## config.mk

```make
export PLATFORM = sky130hd
export DESIGN_NAME = i2c_bit_engine
export DESIGN_NICKNAME = d
export VERILOG_FILES = /design/src/rtl/i2c_bit_pkg.sv /design/src/rtl/i2c_line_sync.sv /design/src/rtl/i2c_phase_timer.sv /design/src/rtl/i2c_stall_watch.sv /design/src/rtl/i2c_bit_engine.sv
export SDC_FILE = /design/constraint.sdc
export NUM_CORES = 1
export LEC_CHECK = 0
export CAP_MARGIN = 0
export CORE_UTILIZATION = 60
export DETAILED_ROUTE_END_ITERATION = 12
export DONT_BUFFER_PORTS = 1
export PLACE_DENSITY = 0.76
export SLEW_MARGIN = 20
export SYNTH_ARGS = -nofsm -noshare
export SYNTH_HDL_FRONTEND = slang
export SYNTH_SLANG_ARGS = --single-unit
export TNS_END_PERCENT = 100
```

## constraint.sdc

```tcl
create_clock -name clk_i -period 7.88 [get_ports clk_i]
set_input_delay 1.576 -clock clk_i [delete_from_list [all_inputs] [get_ports clk_i]]
set_output_delay 1.576 -clock clk_i [all_outputs]
set_load 0.005 [all_outputs]
```

## src/rtl/i2c_bit_pkg.sv

```systemverilog
package i2c_bit_pkg;
  typedef enum logic [2:0] {
    ST_IDLE  = 3'd0,
    ST_START = 3'd1,
    ST_NEG   = 3'd2,
    ST_LOW   = 3'd3,
    ST_POS   = 3'd4,
    ST_HIGH  = 3'd5,
    ST_STOP  = 3'd6
  } bit_state_e;

  typedef enum logic [1:0] {
    OP_START   = 2'd0,
    OP_RESTART = 2'd1,
    OP_STOP    = 2'd2,
    OP_BIT     = 2'd3
  } bit_op_e;
endpackage

```

## src/rtl/i2c_line_sync.sv

```systemverilog
module i2c_line_sync #(
  parameter int STAGES = 2
) (
  input  logic clk_i,
  input  logic rst_ni,
  input  logic d_i,
  output logic q_o
);
  logic [STAGES-1:0] sync_q;

  generate
    for (genvar i = 0; i < STAGES; i++) begin : g_stage
      if (i == 0) begin : g_first
        always_ff @(posedge clk_i or negedge rst_ni) begin
          if (!rst_ni) sync_q[0] <= 1'b1;
          else         sync_q[0] <= d_i;
        end
      end else begin : g_next
        always_ff @(posedge clk_i or negedge rst_ni) begin
          if (!rst_ni) sync_q[i] <= 1'b1;
          else         sync_q[i] <= sync_q[i-1];
        end
      end
    end
  endgenerate

  assign q_o = sync_q[STAGES-1];
endmodule

```

## src/rtl/i2c_phase_timer.sv

```systemverilog
module i2c_phase_timer #(
  parameter int CNT_W = 9
) (
  input  logic             clk_i,
  input  logic             rst_ni,
  input  logic             clr_i,
  input  logic [CNT_W-1:0] limit_i,
  output logic [CNT_W-1:0] cnt_o,
  output logic             hit_o
);
  logic [CNT_W-1:0] cnt_q;
  logic [CNT_W:0]   cnt_nxt, lim_eff;

  always_ff @(posedge clk_i or negedge rst_ni) begin
    if (!rst_ni)      cnt_q <= '0;
    else if (clr_i)   cnt_q <= '0;
    else if (!(&cnt_q)) cnt_q <= cnt_q + 1'b1;
  end

  // a zero count behaves as one cycle
  always_comb begin
    cnt_nxt = {1'b0, cnt_q} + 1'b1;
    lim_eff = (limit_i == '0) ? {{CNT_W{1'b0}}, 1'b1} : {1'b0, limit_i};
    hit_o   = (cnt_nxt >= lim_eff);
  end

  assign cnt_o = cnt_q;
endmodule

```

## src/rtl/i2c_stall_watch.sv

```systemverilog
module i2c_stall_watch
  import i2c_bit_pkg::*;
#(
  parameter int SW = 24,
  parameter int LW = 5
) (
  input  logic          clk_i,
  input  logic          rst_ni,
  input  logic [2:0]    state_i,
  input  logic          clr_i,
  input  logic [LW-1:0] lim_i,
  output logic          flag_o
);
  logic [2:0]    prev_q;
  logic [SW-1:0] run_q;
  logic          flag_q;
  logic [LW-1:0] lim_c;
  logic [SW:0]   target, run_nxt;
  logic          trip;

  always_comb begin
    lim_c   = (lim_i > LW'(SW - 1)) ? LW'(SW - 1) : lim_i;
    target  = {{SW{1'b0}}, 1'b1} << lim_c;
    run_nxt = {1'b0, run_q} + 1'b1;
    trip    = (state_i != ST_IDLE) && (state_i == prev_q) && (run_nxt >= target);
  end

  always_ff @(posedge clk_i or negedge rst_ni) begin
    if (!rst_ni) begin
      prev_q <= ST_IDLE;
      run_q  <= '0;
      flag_q <= 1'b0;
    end else begin
      prev_q <= state_i;
      if (state_i == ST_IDLE || state_i != prev_q) run_q <= '0;
      else if (!(&run_q))                          run_q <= run_q + 1'b1;
      if (clr_i)     flag_q <= 1'b0;
      else if (trip) flag_q <= 1'b1;
    end
  end

  assign flag_o = flag_q;

  p_flag_sticky_r12: assert property (@(posedge clk_i) disable iff (!rst_ni)
    (flag_q && !clr_i) |=> flag_q);
endmodule

```

## src/rtl/i2c_bit_engine.sv

```systemverilog
module i2c_bit_engine
  import i2c_bit_pkg::*;
#(
  parameter int CNT_W       = 9,
  parameter int WAIT_W      = 7,
  parameter int LIM_W       = 5,
  parameter int SYNC_STAGES = 2,
  parameter int STALL_W     = 24
) (
  input  logic              clk_i,
  input  logic              rst_ni,
  input  logic              req_i,
  input  logic [1:0]        op_i,
  input  logic              tx_bit_i,
  output logic              done_o,
  output logic              rx_bit_o,
  input  logic [CNT_W-1:0]  low_cnt_i,
  input  logic [CNT_W-1:0]  high_cnt_i,
  input  logic [CNT_W-1:0]  start_hold_i,
  input  logic [CNT_W-1:0]  restart_setup_i,
  input  logic [CNT_W-1:0]  stop_setup_i,
  input  logic [CNT_W-1:0]  stop_hold_i,
  input  logic [CNT_W-1:0]  sda_hold_i,
  input  logic [CNT_W-1:0]  sample_pt_i,
  input  logic [WAIT_W-1:0] wait_high_i,
  input  logic [LIM_W-1:0]  stall_lim_i,
  input  logic              scl_i,
  input  logic              sda_i,
  output logic              scl_low_o,
  output logic              sda_low_o,
  output logic [2:0]        state_o,
  output logic              stall_flag_o
);
  localparam int PAD_W = CNT_W - WAIT_W;

  bit_state_e state_q, state_d;
  bit_op_e    op_q, op_d;
  logic       tx_q, tx_d;
  logic       scl_low_q, scl_low_d, sda_low_q, sda_low_d;
  logic       done_q, done_d;
  logic       rx_q, rx_d, samp_q, samp_d;
  logic       scl_s, sda_s;
  logic       tim_clr, tim_hit, stall_clr;
  logic [CNT_W-1:0] tim_lim, tim_cnt;
  logic [CNT_W:0]   samp_eff, high_eff, cnt_nxt;
  logic             samp_hit, samp_late;

  i2c_line_sync #(.STAGES(SYNC_STAGES)) u_scl_sync (
    .clk_i(clk_i), .rst_ni(rst_ni), .d_i(scl_i), .q_o(scl_s));
  i2c_line_sync #(.STAGES(SYNC_STAGES)) u_sda_sync (
    .clk_i(clk_i), .rst_ni(rst_ni), .d_i(sda_i), .q_o(sda_s));

  i2c_phase_timer #(.CNT_W(CNT_W)) u_timer (
    .clk_i(clk_i), .rst_ni(rst_ni), .clr_i(tim_clr),
    .limit_i(tim_lim), .cnt_o(tim_cnt), .hit_o(tim_hit));

  i2c_stall_watch #(.SW(STALL_W), .LW(LIM_W)) u_watch (
    .clk_i(clk_i), .rst_ni(rst_ni), .state_i(state_q), .clr_i(stall_clr),
    .lim_i(stall_lim_i), .flag_o(stall_flag_o));

  // interval that ends the current phase
  always_comb begin
    unique case (state_q)
      ST_START: tim_lim = start_hold_i;
      ST_NEG:   tim_lim = sda_hold_i;
      ST_LOW:   tim_lim = low_cnt_i;
      ST_POS:   tim_lim = {{PAD_W{1'b0}}, wait_high_i};
      ST_HIGH:  tim_lim = (op_q == OP_BIT)     ? high_cnt_i :
                          (op_q == OP_RESTART) ? restart_setup_i : stop_setup_i;
      ST_STOP:  tim_lim = stop_hold_i;
      default:  tim_lim = '0;
    endcase
  end

  always_comb begin
    samp_eff  = (sample_pt_i == '0) ? {{CNT_W{1'b0}}, 1'b1} : {1'b0, sample_pt_i};
    high_eff  = (high_cnt_i  == '0) ? {{CNT_W{1'b0}}, 1'b1} : {1'b0, high_cnt_i};
    cnt_nxt   = {1'b0, tim_cnt} + 1'b1;
    samp_hit  = (cnt_nxt == samp_eff);
    samp_late = (samp_eff > high_eff);
  end

  always_comb begin
    state_d   = state_q;
    op_d      = op_q;
    tx_d      = tx_q;
    scl_low_d = scl_low_q;
    sda_low_d = sda_low_q;
    done_d    = 1'b0;
    rx_d      = rx_q;
    samp_d    = samp_q;
    stall_clr = 1'b0;
    unique case (state_q)
      ST_IDLE: if (req_i) begin
        op_d = bit_op_e'(op_i);
        tx_d = tx_bit_i;
        unique case (bit_op_e'(op_i))
          OP_START: begin
            state_d   = ST_START;
            sda_low_d = 1'b1;
            scl_low_d = 1'b0;
            stall_clr = 1'b1;
          end
          OP_RESTART: begin state_d = ST_LOW; sda_low_d = 1'b0; end
          OP_STOP:    begin state_d = ST_LOW; sda_low_d = 1'b1; end
          default:    state_d = ST_NEG;
        endcase
      end
      ST_START: if (tim_hit) begin
        scl_low_d = 1'b1;
        done_d    = 1'b1;
        state_d   = ST_IDLE;
      end
      ST_NEG: if (tim_hit) begin
        sda_low_d = ~tx_q;
        state_d   = ST_LOW;
      end
      ST_LOW: if (tim_hit) begin
        scl_low_d = 1'b0;
        state_d   = ST_POS;
      end
      ST_POS: if (scl_s || (wait_high_i != '0 && tim_hit)) state_d = ST_HIGH;
      ST_HIGH: begin
        unique case (op_q)
          OP_BIT: begin
            if (samp_hit) samp_d = sda_s;
            if (tim_hit) begin
              rx_d      = (samp_hit || samp_late) ? sda_s : samp_q;
              scl_low_d = 1'b1;
              done_d    = 1'b1;
              state_d   = ST_IDLE;
            end
          end
          OP_RESTART: if (tim_hit) begin
            sda_low_d = 1'b1;
            state_d   = ST_START;
          end
          default: if (tim_hit) begin
            sda_low_d = 1'b0;
            state_d   = ST_STOP;
          end
        endcase
      end
      ST_STOP: if (tim_hit) begin
        done_d  = 1'b1;
        state_d = ST_IDLE;
      end
      default: state_d = ST_IDLE;
    endcase
  end

  assign tim_clr = (state_d != state_q);

  always_ff @(posedge clk_i or negedge rst_ni) begin
    if (!rst_ni) begin
      state_q   <= ST_IDLE;
      op_q      <= OP_START;
      tx_q      <= 1'b1;
      scl_low_q <= 1'b0;
      sda_low_q <= 1'b0;
      done_q    <= 1'b0;
      rx_q      <= 1'b1;
      samp_q    <= 1'b1;
    end else begin
      state_q   <= state_d;
      op_q      <= op_d;
      tx_q      <= tx_d;
      scl_low_q <= scl_low_d;
      sda_low_q <= sda_low_d;
      done_q    <= done_d;
      rx_q      <= rx_d;
      samp_q    <= samp_d;
    end
  end

  assign done_o    = done_q;
  assign rx_bit_o  = rx_q;
  assign scl_low_o = scl_low_q;
  assign sda_low_o = sda_low_q;
  assign state_o   = state_q;

  p_state_legal_r11: assert property (@(posedge clk_i) disable iff (!rst_ni)
    state_q != 3'd7);
  p_done_pulse_r10: assert property (@(posedge clk_i) disable iff (!rst_ni)
    done_q |=> !done_q);
  p_scl_held_r4: assert property (@(posedge clk_i) disable iff (!rst_ni)
    (state_q == ST_NEG || state_q == ST_LOW) |-> scl_low_q);
  p_sda_quiet_high_r7: assert property (@(posedge clk_i) disable iff (!rst_ni)
    (state_q == ST_HIGH && op_q == OP_BIT) |=> $stable(sda_low_q));
endmodule

```

After elaboration in Yosys (flattened, before gate mapping)
Cells that the tools add are included.
{"block": "classes", "shifts": 1, "div_mod_pow": 0, "n_addsub": 4, "n_mul": 0, "bitwise_logic": 1, "n_lt_le_gt_ge": 4, "reduce_logical": 26, "n_eq_ne": 24, "n_mux": 42}
{"operator": "$mux W9", "count": 7}
{"operator": "$pmux W9 S6", "count": 1}
{"operator": "$mux W24", "count": 2}
{"operator": "$logic_not A9 Y1", "count": 3}
{"operator": "$add A24 B1 Y25 const B", "count": 1}
{"operator": "$ge A25 B25 Y1", "count": 1}
{"operator": "$shl A1 B5 Y25 const A", "count": 1}
{"operator": "$add A24 B1 Y24 const B", "count": 1}
{"operator": "$reduce_and A24 Y1", "count": 1}
{"operator": "$mux W3", "count": 7}
{"operator": "$pmux W3 S6", "count": 1}
{"operator": "$mux W1", "count": 16}
{"operator": "$ne A2 B2 Y1 const B", "count": 8}
{"operator": "$add A9 B1 Y10 const B", "count": 1}
{"operator": "$eq A10 B9 Y1", "count": 1}
{"operator": "$ge A10 B10 Y1", "count": 1}
{"operator": "$add A9 B1 Y9 const B", "count": 1}
{"operator": "$eq A3 B3 Y1 const B", "count": 3}
{"operator": "$gt A9 B9 Y1", "count": 1}
{"operator": "$reduce_and A9 Y1", "count": 1}
{"operator": "$reduce_bool A7 Y1", "count": 1}
{"operator": "$eq A3 B2 Y1 const B", "count": 2}
{"operator": "$ne A3 B3 Y1", "count": 2}
{"operator": "$pmux W1 S2", "count": 3}
{"operator": "25 further kinds", "count": 35}
{"block": "word_totals", "mem_bits_ro": 0, "ff_bits": 52, "mem_bits_rw": 0, "latch_bits": 0, "input_bits": 92, "n_memories": 0, "wordCells": 118}

Logic depth before layout (Yosys ltp)
{"block": "logic_depth", "ltp_word": 13, "mapped_depth": 18, "mapped_depth_nobuf": 15}

Hierarchy
From an unflattened synthesis, not the netlist that was laid out.
{"block": "hier_totals", "cells_unflattened": 595, "hier_area_um2": 5004.8}
{"mod": "i2c_stall_watch", "n_inst": 1, "seq_area_each_um2": 700.7, "cells_per_inst": 252, "area_each_um2": 2235.9}
{"mod": "i2c_bit_engine", "n_inst": 1, "seq_area_each_um2": 279.0, "cells_per_inst": 254, "area_each_um2": 1913.1}
{"mod": "i2c_phase_timer", "n_inst": 1, "seq_area_each_um2": 225.2, "cells_per_inst": 85, "area_each_um2": 750.7}
{"mod": "i2c_line_sync", "n_inst": 2, "seq_area_each_um2": 52.6, "cells_per_inst": 2, "area_each_um2": 52.6}

Worst setup path after synthesis
Ideal clock, no wire load.
{"block": "synth_timing", "path_type": "input-to-reg", "from": "in high_cnt_i[1]", "to": "reg u_timer.cnt_q[0] (netlist: u_timer.cnt_o[0])", "n_path_buf": 0, "required_time_ps": 7804, "setup_ps": 76, "arrival_ps": 4274, "stages": 14, "slack_ps": 3531, "path_cell_list": "mux2i_1 a211oi_1 a2111oi_0 nand4_1 nor2_1 a31o_1 ha_1 nand2b_1 a211oi_1 o21ai_0 a41o_1 a221oi_1 o211ai_1 nor2_1"}
{"block": "synth_via", "elab_chain_len": 11}
{"item": "start, declared", "line_no": "i2c_bit_engine.sv:18", "rtl": "input logic [CNT_W-1:0] high_cnt_i,"}
{"item": "$mux W9 *", "line_no": "i2c_bit_engine.sv:68", "rtl": "ST_HIGH: tim_lim = (op_q == OP_BIT) ? high_cnt_i :"}
{"item": "$pmux W9 S6 *", "line_no": "i2c_bit_engine.sv:63", "rtl": "unique case (state_q)"}
{"item": "$logic_not A9 Y1", "line_no": "i2c_phase_timer.sv:23", "rtl": "lim_eff = (limit_i == '0) ? {{CNT_W{1'b0}}, 1'b1} : {1'b0, limit_i};"}
{"item": "$mux W9 *", "line_no": "i2c_phase_timer.sv:23"}
{"item": "$ge A10 B10 Y1 *", "line_no": "i2c_phase_timer.sv:24", "rtl": "hit_o = (cnt_nxt >= lim_eff);"}
{"item": "branches (longest 3 deep; another with $mux W3)"}
{"item": "$pmux W3 S6 *", "line_no": "i2c_bit_engine.sv:93", "rtl": "unique case (state_q)"}
{"item": "$ne A3 B3 Y1 *", "line_no": "i2c_bit_engine.sv:152", "rtl": "assign tim_clr = (state_d != state_q);"}
{"item": "$ne A2 B2 Y1 (no line) / $mux W9 (equally long branches)"}
{"item": "end signal, assigned", "line_no": "i2c_phase_timer.sv:17", "rtl": "else if (!(&cnt_q)) cnt_q <= cnt_q + 1'b1;"}
{"item": "end, declared", "line_no": "i2c_phase_timer.sv:11", "rtl": "logic [CNT_W-1:0] cnt_q;"}
Every way passes the cells marked *.
A chain may end at the register's enable or synchronous reset.

Worst setup path in the final report
{"block": "layout_timing", "from": "reg state_q[1] (netlist: state_o[1])", "to": "reg u_timer.cnt_q[5] (netlist: u_timer.cnt_o[5])"}
{"block": "layout_via", "elab_chain_len": 11}
{"item": "start, declared", "line_no": "i2c_bit_engine.sv:36", "rtl": "bit_state_e state_q, state_d;"}
{"item": "start signal, assigned", "line_no": "i2c_bit_engine.sv:165", "rtl": "state_q <= state_d;"}
{"item": "branches (longest 9 deep; another with $ge A10 B10 Y1)"}
{"item": "$ne A3 B3 Y1 *", "line_no": "i2c_bit_engine.sv:152"}
{"item": "$ne A2 B2 Y1 (no line) / $mux W9 (equally long branches)"}
Marks and branches as above.

==> metrics.txt <==
status complete, no violations; DRT Wirelength 11,500 microns; drt pass-1 iters 8; top cells by area, synth dfrtp_1, ha_1, xnor2_1; post-CTS setup repair buffer count 0; library cells used by synthesis 56; vias per cell 6.49; Synth async-reset ratio 100%; top cell type's share of synthesized area 23.9%; Placed Area 4720 sq um; largest net degree at the start of global routing 53; critical path launch point type register; clk sinks 52; Final TNS setup 0 ps; Final Hold Fails 0; Hold Path Class register to register; reg2reg start state_o[1]$_DFF_PN0_; Worst Path Required 8120 ps; CTS tree yes; Hold Startpoint u_scl_sync.sync_q[0]$_DFF_PN1_; dpl hpwl 9080 microns; area of the die 8210 sq um; Setup crit end kind register; DIE WIDTH 90.6 microns; Syn-to-layout area delta 2.42%; Final period util 63.2%; Fmax 201 MHz; RSZ-0062 raised after global routing no; Seq cells post-synth 52; Syn Inst Count 570; Pwr Density 238 nW/um^2; Final Non-Filler Cells 645; worst hold endpoint u_scl_sync.q_o$_DFF_PN1_; FF-to-FF setup slack 2900 ps; post-route ant nets 0; clk buf depth 2; most numerous cell in the Yosys netlist nor2_1; Routability Congestion 0.929; CP max FO 27; placed cells 637; vias in the first global route 4,056; core area 7410 sq um; DRC 0; GRT Resource Usage Total 28.0%; area of the multi-input gates 3190 sq um; commonest cells in the netlist nor2_1, nand2_1, ha_1, dfrtp_1, a21oi_1; Slew Limit Fails 0; htree depth 2; Initial Util 63.6%; adder-cell share of the synthesized area 12.2%; Seq. cell area 1310 sq um; Die Y 90.6 microns; Post-CTS Hold Fix Bufs 0; max cap viols 0; Root Buffer clkbuf_8; Compound-Gate Fraction of Synth Area 19.1%; Nets 683; count of final setup violators 0; post-CTS sizing 0; total I/O pin count 100; largest family of logic cells by synthesized area simple AND/OR/NAND/NOR gates; post-synth net total 708; static leakage 2.18 nW; initial antenna violation count 0; Post-synth EDFFs 0; Ys Warns 0; first-pass GRT wire length 18,600 microns; Cell Area, Synth 4710 sq um; average wire per standard cell 17.8 microns; Reg clk slew, reported paths 100 ps; largest area contributor in the netlist dfrtp_1; DR iter-0 viols 205; reg-to-reg endpoint u_timer.cnt_o[5]$_DFFE_PN0P_; layout cells sized above 1 5.86%; CTS Buf Count 5; average cell area after synthesis 8.27 sq um; Vias 4,185; FP Rows 31; # fillers 648; port bufs 0; simple-gate share of the synthesized area 20.8%; Worst Setup Path Type register to register; mux contribution to synthesized area 6.69%; Final min period 4980 ps; Antenna Cells 0; Worst EP arrival 5230 ps; Max VDD drop 0.208 mV; Worst R2R Path Depth 15; Most used DFF post-synth dfrtp_1; XOR/XNOR share of the synthesized area 8.73%; grt ovf 0; hold_ws 363 ps; sequential share of the synthesized area 27.8%; latest clock arrival within the worst-skew pair 310 ps; Design Area, Final 4830 sq um; Worst slew margin 33.9%; Worst Skew 12.1 ps; Worst Max-Slew Pin Slew 991 ps; hold depth 0
==> layer usage <==
layer	track usage (%)	up-vias	wire [microns]
met5	0	-	0
met4	13.6	0	415
met3	5.47	38	727
met2	48.5	174	5680
met1	32.9	1987	4630
li1	-	1986	-
==> stage by stage <==
stage                     utilization (%)  setup WS, ps  total power (W)
final                                65.2          2900          0.00115
after detailed placement             63.7          2890         0.000957
after CTS                            65.2          2970          0.00115
after global placement               63.7          3030         0.000941
after floorplan                         -          3530         0.000831
after global routing                 65.2          2530          0.00123
==> power by group <==
part,switching (W),total (W),internal [W],leakage (nW)
sequential,0.0000826,0.000393,0.000310,0.674
combinational,0.000338,0.000569,0.000231,1.45
clock,0.0000928,0.000187,0.0000942,0.0541
total,0.000513,0.00115,0.000636,2.18
==> critical path, cell delays in order, from the launching register on <==
cell	delay [ps]
dfrtp_1	1010
nor2b_1	430
a22oi_1	330
nor2_1	100
a2111oi_0	570
nand4_1	160
nor2_1	140
a31o_1	150
ha_1	220
nand2b_1	140
a211oi_1	210
o21ai_0	100
a41o_1	400
a221oi_1	390
o211ai_1	380
nor2_1	190
==> state kept, by name, indices dropped and copies added (netlist names) <==
signal	cells
u_timer.cnt_o	9
sda_low_o	1
state_o	3
u_watch.flag_o	1
u_sda_sync.q_o	1
samp_q	1
rx_bit_o	1
u_watch.run_q	24
done_o	1
tx_q	1
scl_low_o	1
op_q	2
u_sda_sync.sync_q	1
u_scl_sync.q_o	1
u_scl_sync.sync_q	1
u_watch.prev_q	3
==> how the worst max path moves through the flow <==
| stage | startpoint | endpoint | slack (ps) | depth (start not counted) |
|---|---|---|---|---|
| after global placement | high_cnt_i[6] | u_timer.cnt_o[3]$_DFFE_PN0P_ | 3030 | 14 |
| after detailed placement | high_cnt_i[3] | u_timer.cnt_o[5]$_DFFE_PN0P_ | 2890 | 14 |
| after CTS | state_o[1]$_DFF_PN0_ | u_timer.cnt_o[5]$_DFFE_PN0P_ | 2970 | 15 |
| after floorplan | high_cnt_i[1] | u_timer.cnt_o[0]$_DFFE_PN0P_ | 3530 | 14 |
| after global routing | state_o[1]$_DFF_PN0_ | u_timer.cnt_o[6]$_DFFE_PN0P_ | 2530 | 15 |
| final | state_o[1]$_DFF_PN0_ | u_timer.cnt_o[5]$_DFFE_PN0P_ | 2900 | 15 |
==> layout by cell type, fill, tap and decap left out, drive strengths merged, types with 16 or more instances in the layout <==
cell    n
o21ai  21
nand2  58
inv    21
ha     46
nor2   59
xnor2  28
dfrtp  45
xor2   19
o21a   22
a21oi  32
mux2i  21
nand3  16
==> cell families (layout without fill, tap and decap cells) <==
logic type	Yosys count	count (layout)
AND/OR/NAND/NOR	204	204
AO/OA/AOI/OAI	135	135
buffers and inverters	55	31
flip-flops	52	52
XOR/XNOR	47	47
adder cells (fa/ha/maj)	46	46
multiplexers	30	30
other	1	1
==> final cells by class <==
cell class | instances | area share, %
Clock buffer | 5 | 1.43
Multi-Input combinational cell | 463 | 66.0
Inverter | 21 | 1.63
Sequential cell | 52 | 27.1
Clock inverter | 3 | 0.881
Timing Repair Buffer | 2 | 0.311
Tap cell | 99 | 2.57
Power figures use the tool's default switching activity.
